==> src/rtl/asram_pkg.sv <==
package asram_pkg;

  typedef enum logic [2:0] {
    SQ_IDLE   = 3'd0,
    SQ_READ   = 3'd1,
    SQ_TURN   = 3'd2,
    SQ_WPULSE = 3'd3,
    SQ_WEND   = 3'd4
  } seq_state_t;

  // round a nanosecond minimum up to whole clock periods
  function automatic int unsigned ns_to_cyc(int unsigned ns, int unsigned period);
    return (ns + period - 1) / period;
  endfunction

  function automatic int unsigned umax(int unsigned a, int unsigned b);
    return (a > b) ? a : b;
  endfunction

  function automatic int unsigned read_cycles(int unsigned acc, int unsigned oe_acc,
                                              int unsigned cyc, int unsigned p);
    return umax(1, umax(ns_to_cyc(cyc, p), umax(ns_to_cyc(acc, p), ns_to_cyc(oe_acc, p))));
  endfunction

  function automatic int unsigned turn_cycles(int unsigned off, int unsigned p);
    return umax(1, ns_to_cyc(off, p));
  endfunction

  // write pulse must cover the strobe width, data setup and the remaining cycle time
  function automatic int unsigned pulse_cycles(int unsigned wp, int unsigned dsu,
                                               int unsigned cyc, int unsigned turn,
                                               int unsigned p);
    int unsigned base;
    int unsigned rest;
    base = umax(1, umax(ns_to_cyc(wp, p), ns_to_cyc(dsu, p)));
    rest = (ns_to_cyc(cyc, p) > turn + 1) ? ns_to_cyc(cyc, p) - turn - 1 : 0;
    return umax(base, rest);
  endfunction

endpackage

==> src/rtl/asram_wait_ctr.sv <==
module asram_wait_ctr #(
  parameter int unsigned CW = 5
) (
  input  logic          clk,
  input  logic          rst_n,
  input  logic          load,
  input  logic [CW-1:0] load_val,
  output logic          done
);
  logic [CW-1:0] cnt_q;

  always_ff @(posedge clk or negedge rst_n) begin
    if (!rst_n)           cnt_q <= '0;
    else if (load)        cnt_q <= load_val;
    else if (cnt_q != '0) cnt_q <= cnt_q - 1'b1;
  end

  assign done = (cnt_q == '0);

  // the count only moves down unless reloaded
  assert_ctr_down_R8: assert property (@(posedge clk) disable iff (!rst_n)
    (!load && cnt_q != '0) |=> (cnt_q == $past(cnt_q) - 1'b1));
endmodule

==> src/rtl/asram_seq_fsm.sv <==
module asram_seq_fsm
  import asram_pkg::*;
#(
  parameter int unsigned CW        = 5,
  parameter int unsigned RD_CYC    = 18,
  parameter int unsigned TURN_CYC  = 7,
  parameter int unsigned PULSE_CYC = 14
) (
  input  logic          clk,
  input  logic          rst_n,
  input  logic          start,
  input  logic          start_we,
  input  logic          wait_done,
  output seq_state_t    state,
  output logic          ld,
  output logic [CW-1:0] ld_val
);
  seq_state_t nxt;

  always_comb begin
    nxt    = state;
    ld     = 1'b0;
    ld_val = '0;
    unique case (state)
      SQ_IDLE: if (start) begin
        ld = 1'b1;
        if (start_we) begin
          nxt    = SQ_TURN;
          ld_val = CW'(TURN_CYC - 1);
        end else begin
          nxt    = SQ_READ;
          ld_val = CW'(RD_CYC - 1);
        end
      end
      SQ_READ:   if (wait_done) nxt = SQ_IDLE;
      SQ_TURN:   if (wait_done) begin
        nxt    = SQ_WPULSE;
        ld     = 1'b1;
        ld_val = CW'(PULSE_CYC - 1);
      end
      SQ_WPULSE: if (wait_done) nxt = SQ_WEND;
      SQ_WEND:   nxt = SQ_IDLE;
      default:   nxt = SQ_IDLE;
    endcase
  end

  always_ff @(posedge clk or negedge rst_n) begin
    if (!rst_n) state <= SQ_IDLE;
    else        state <= nxt;
  end

  // a write always ends through the recovery cycle
  assert_wend_follows_R4: assert property (@(posedge clk) disable iff (!rst_n)
    (state == SQ_WEND) |=> (state == SQ_IDLE));
endmodule

==> src/rtl/asram_ctl.sv <==
module asram_ctl #(
  parameter int unsigned AW            = 17,
  parameter int unsigned DW            = 8,
  parameter int unsigned CLK_PERIOD_NS = 4,
  parameter int unsigned T_ACC_NS      = 70,
  parameter int unsigned T_OE_ACC_NS   = 35,
  parameter int unsigned T_CYCLE_NS    = 70,
  parameter int unsigned T_WP_NS       = 55,
  parameter int unsigned T_DSU_NS      = 30,
  parameter int unsigned T_OE_OFF_NS   = 25
) (
  input  logic          clk,
  input  logic          rst_n,
  input  logic          req_valid,
  output logic          req_ready,
  input  logic          req_we,
  input  logic [AW-1:0] req_addr,
  input  logic [DW-1:0] req_wdata,
  output logic          rsp_valid,
  output logic [DW-1:0] rsp_data,
  output logic [AW-1:0] mem_addr,
  output logic          mem_cs_lo_n,
  output logic          mem_cs_hi,
  output logic          mem_wr_n,
  output logic          mem_rd_n,
  output logic [DW-1:0] mem_dq_out,
  output logic          mem_dq_drive,
  input  logic [DW-1:0] mem_dq_in
);
  import asram_pkg::*;

  localparam int unsigned RD_CYC    = read_cycles(T_ACC_NS, T_OE_ACC_NS, T_CYCLE_NS, CLK_PERIOD_NS);
  localparam int unsigned TURN_CYC  = turn_cycles(T_OE_OFF_NS, CLK_PERIOD_NS);
  localparam int unsigned PULSE_CYC = pulse_cycles(T_WP_NS, T_DSU_NS, T_CYCLE_NS, TURN_CYC, CLK_PERIOD_NS);
  localparam int unsigned MAX_CYC   = umax(RD_CYC, umax(TURN_CYC, PULSE_CYC));
  localparam int unsigned CW        = $clog2(MAX_CYC + 1);
  localparam int unsigned RW        = CW + 2;

  seq_state_t    state;
  logic          ld;
  logic [CW-1:0] ld_val;
  logic          wait_done;
  logic [AW-1:0] addr_q;
  logic [DW-1:0] wdata_q;
  logic [DW-1:0] rdata_q;
  logic          rvalid_q;

  // named internal events
  wire accept     = req_valid && req_ready;
  wire selected   = (state != SQ_IDLE);
  wire rd_capture = (state == SQ_READ) && wait_done;

  asram_seq_fsm #(
    .CW(CW), .RD_CYC(RD_CYC), .TURN_CYC(TURN_CYC), .PULSE_CYC(PULSE_CYC)
  ) u_fsm (
    .clk(clk), .rst_n(rst_n), .start(accept), .start_we(req_we),
    .wait_done(wait_done), .state(state), .ld(ld), .ld_val(ld_val)
  );

  asram_wait_ctr #(.CW(CW)) u_ctr (
    .clk(clk), .rst_n(rst_n), .load(ld), .load_val(ld_val), .done(wait_done)
  );

  always_ff @(posedge clk or negedge rst_n) begin
    if (!rst_n) begin
      addr_q   <= '0;
      wdata_q  <= '0;
      rdata_q  <= '0;
      rvalid_q <= 1'b0;
    end else begin
      rvalid_q <= rd_capture;
      if (accept) begin
        addr_q  <= req_addr;
        wdata_q <= req_wdata;
      end
      if (rd_capture) rdata_q <= mem_dq_in;
    end
  end

  assign req_ready    = (state == SQ_IDLE);
  assign rsp_valid    = rvalid_q;
  assign rsp_data     = rdata_q;
  assign mem_addr     = addr_q;
  assign mem_cs_lo_n  = !selected;
  assign mem_cs_hi    = selected;
  assign mem_rd_n     = (state != SQ_READ);
  assign mem_wr_n     = (state != SQ_WPULSE);
  assign mem_dq_out   = wdata_q;
  assign mem_dq_drive = (state == SQ_WPULSE) || (state == SQ_WEND);

  // run-length counters used only by the assertions below
  logic [RW-1:0] oe_hi_run, we_lo_run;
  always_ff @(posedge clk or negedge rst_n) begin
    if (!rst_n) begin
      oe_hi_run <= '0;
      we_lo_run <= '0;
    end else begin
      oe_hi_run <= !mem_rd_n ? '0 : ((oe_hi_run == '1) ? oe_hi_run : oe_hi_run + 1'b1);
      we_lo_run <=  mem_wr_n ? '0 : ((we_lo_run == '1) ? we_lo_run : we_lo_run + 1'b1);
    end
  end

  assert_wr_selected_R4: assert property (@(posedge clk) disable iff (!rst_n)
    !mem_wr_n |-> (!mem_cs_lo_n && mem_cs_hi));
  assert_wr_end_selected_R4: assert property (@(posedge clk) disable iff (!rst_n)
    $rose(mem_wr_n) |-> (!mem_cs_lo_n && mem_cs_hi));
  assert_pulse_len_R4: assert property (@(posedge clk) disable iff (!rst_n)
    $rose(mem_wr_n) |-> (we_lo_run >= RW'(PULSE_CYC)));
  assert_drive_oe_high_R5: assert property (@(posedge clk) disable iff (!rst_n)
    mem_dq_drive |-> mem_rd_n);
  assert_turnaround_R5: assert property (@(posedge clk) disable iff (!rst_n)
    $rose(mem_dq_drive) |-> (oe_hi_run >= RW'(TURN_CYC)));
  assert_release_R5: assert property (@(posedge clk) disable iff (!rst_n)
    $fell(mem_dq_drive) |-> ($past(mem_wr_n) && mem_wr_n));
  assert_addr_stable_R3: assert property (@(posedge clk) disable iff (!rst_n)
    (!mem_cs_lo_n && $past(!mem_cs_lo_n)) |-> $stable(mem_addr));
  assert_rsp_pulse_R6: assert property (@(posedge clk) disable iff (!rst_n)
    rsp_valid |=> !rsp_valid);
  assert_busy_after_accept_R7: assert property (@(posedge clk) disable iff (!rst_n)
    accept |=> !req_ready);
endmodule

==> config.mk <==
export PLATFORM = sky130hd
export DESIGN_NAME = asram_ctl
export DESIGN_NICKNAME = d
export VERILOG_FILES = /design/src/rtl/asram_pkg.sv /design/src/rtl/asram_wait_ctr.sv /design/src/rtl/asram_seq_fsm.sv /design/src/rtl/asram_ctl.sv
export SDC_FILE = /design/constraint.sdc
export NUM_CORES = 1
export LEC_CHECK = 0
export ABC_CLOCK_PERIOD_IN_PS = 1700
export BUFFER_PORTS_ARGS = -buffer_cell sky130_fd_sc_hd__buf_2
export CORE_MARGIN = 2
export CORE_UTILIZATION = 25
export CTS_BUF_LIST = sky130_fd_sc_hd__clkbuf_8
export CTS_CLUSTER_SIZE = 40
export DETAILED_ROUTE_END_ITERATION = 10
export PLACE_DENSITY = 0.51
export SYNTH_ARGS = -nofsm -noshare
export SYNTH_HDL_FRONTEND = slang
export SYNTH_SLANG_ARGS = --single-unit
==> constraint.sdc <==
create_clock -name clk -period 1.7 [get_ports clk]
set_clock_uncertainty 0.15 [all_clocks]
set_input_delay 0.085 -clock clk [delete_from_list [all_inputs] [get_ports clk]]
set_output_delay 0.085 -clock clk [all_outputs]
set_load 0.02 [all_outputs]
==> metrics <==
Setup CP Type register to register; R2R Setup Slk 30 ps; nature of the critical path endpoint register; Clock Path Buffers 2; Reg-to-Reg Start u_ctr.cnt_q[1]; status finished clean; VDD IR-drop max 0.551 mV; clk slew on worst S/H paths 80 ps; antenna violations before repair 0; via/cell ratio 4.10; DR vias 1655; vias in the first global route 1567; synth warn 0; distinct cell type count after synthesis 30; Fill cells 758; share of layout cells above drive strength 1 40.3%; RePlAce Congestion 0.738; DRT iter0 DRCs 51; CP startpoint u_ctr.cnt_q[1]; PortBufs 76; Flop pwr share 35.0%; max-slew violation count 0; Post-synth top flop dfrtp_1; HPWL Detailed 3050 um; Slew HR 66.5%; CP Max Fanout 5; startpoint types register; Max H-tree Level 2; Detail Route Antenna Nets 0; Core Rows 31; Worst Path Arrival 1700 ps; DRC violations left 0; sequential fraction of the synthesis area 58.0%; Internal 2980 uW; Final Power 4930 uW; clk_lat worst skew 290 ps; CTS tree built; Final Cycle Share 98.0%; CTS buffer count 5; Max Fclk 600 MHz; syn_nets 215; final WL 4570 um; Net Sw Frac 39.4%; RSZ-0062 raised after global routing true; final hold violations 0; Core Util, Final 40.9%; Synth Instances 177; mapped cell area 0.00181 sq mm; global-route wire length before repair 7290 um; largest net degree at the start of global routing 29; Layout area overhead 60.9%; Post-synth ARST share 100%; total track usage 11.8%; min Tclk post-route 1670 ps; clk sink count 42; # setup viols final 0; Antenna diodes 0; Die Span X 89.2 um; Overflow after GRT 0; layout net count 342; FF+latch area 0.00105 sq mm; Tightest Pin Transition 503 ps; Sw Pwr 1940 uW; CTS root buf clkbuf_8; Max-cap violations 0; Comb power frac 49.2%; first-pass detailed-route iteration total 4; clock power share 15.8%; #FFs+latches synth 42; LEAKAGE 0.00156 uW; Hold Path Class input pin to asynchronous set/reset pin; initial core utilization 25.4%; Die ar. 0.00795 sq mm; Ports 77; PwrDens 1690 mW/mm^2; Multi-input gate area 718 sq um; EDFF count, synth 0; drt wl/cell 11.3 um; required time worst endpoint 1730 ps; syn_area_per_cell 10.2 sq um; core outline area 0.00714 sq mm; DIE HEIGHT 89.2 um
cell type report:
| class | count | share of cell area, % |
|---|---|---|
| multi-input combinational | 120 | 24.6 |
| tap | 99 | 4.25 |
| inverter | 5 | 0.644 |
| timing repair buffer | 130 | 30.7 |
| sequential | 42 | 36.0 |
| clock buffer | 5 | 2.36 |
| clock inverter | 3 | 1.37 |
power groups by stage:
stage                     Sequential (uW)  Combinational (uW)  Clock [uW]
after floorplan                      2180                1030           0
after detailed placement             1740                2240           0
after CTS                            1720                2370         806
after global placement               1730                2220           0
final                                1720                2420         777
after global routing                 1780                2680         850
state kept, by name (all words and copies together), names as in the netlist:
| signal | flops |
|---|---|
| mem_addr | 17 |
| mem_dq_out | 8 |
| rsp_data | 8 |
| u_ctr.cnt_q | 5 |
| u_fsm.state | 3 |
| rsp_valid | 1 |
synth_stat cells, types with 2 or more instances:
cell type  count  area (sq um)
nor2_1         3          11.3
nand3_1        2          10.0
a21oi_1        3          15.0
mux2_4         8           120
buf_2          7          35.0
nand2_1       78           293
nor3_1         2          10.0
o21ai_0        3          15.0
a211oi_1       2          15.0
buf_4          2          15.0
inv_1          5          18.8
buf_6          2          22.5
xnor2_1        2          17.5
dfrtp_1       42          1050
cells by family (layout without fill, tap and decap cells):
group,after synthesis,in the layout,share of synthesized area (%)
AND/OR/NAND/NOR,95,96,24.0
flip-flops,42,42,58.0
buffers and inverters,16,143,5.04
AO/OA/AOI/OAI,13,13,4.69
multiplexers,8,8,6.63
XOR/XNOR,2,2,0.966
adder cells (fa/ha/maj),1,1,0.690
path summary, 6_finish.rpt:
| kind | end | depth (start not counted) |
|---|---|---|
| setup reg to reg | rsp_data[7] | 6 |
| hold / removal | mem_addr[11] | 2 |
| max in group asynchronous | rsp_data[7] | 3 |
| min in group clk | mem_dq_out[6] | 2 |
| hold reg to reg | mem_dq_out[6] | 2 |
| setup / recovery | rsp_data[7] | 6 |
worst max-delay path, stage by stage, from the launching register on:
cell	delay [ps]
dfrtp_1	390
inv_2	80
ha_4	160
nor4b_4	200
buf_6	170
nand2b_4	100
mux2_4	310
through the flow:
step	TNS [ps]	std cells	cell area, sq um	hold slack, ps	setup WS (ps)
final	0	404	2920	149	33.5
after floorplan	-713	177	1830	-361	-75.6
after global routing	-170	404	2920	208	-45.7
after CTS	0	400	2870	185	4.40
after detailed placement	-1330	354	2370	-56.8	-143
after global placement	-738	354	2370	-58.2	-106
placed cells by master (no fill, tap or decap), types with 3 or more instances in the layout:
master	instances
inv_1	3
o21ai_0	3
nand2_1	77
dfrtp_1	42
mux2_4	8
a21oi_1	3
buf_4	15
nor2_1	3
dlygate4sd3_1	36
buf_2	76
clkbuf_8	5
metal layers:
metal,global-route usage (%),part of all wire [%],up-vias
li1,-,-,819
met1,14.4,44,785
met2,20.7,50,47
met3,3.42,5.4,4
met4,2.44,0.50,0
met5,0,0,-
repair_timing:
action	CTS	global route
gates resized for setup	2	6
setup endpoints to repair	13	23
hold buffers	36	0
setup buffers	1	4
pin swaps	0	2
hold endpoints to repair	56	0
cloned	1	0
Power figures use the tool's default switching activity.
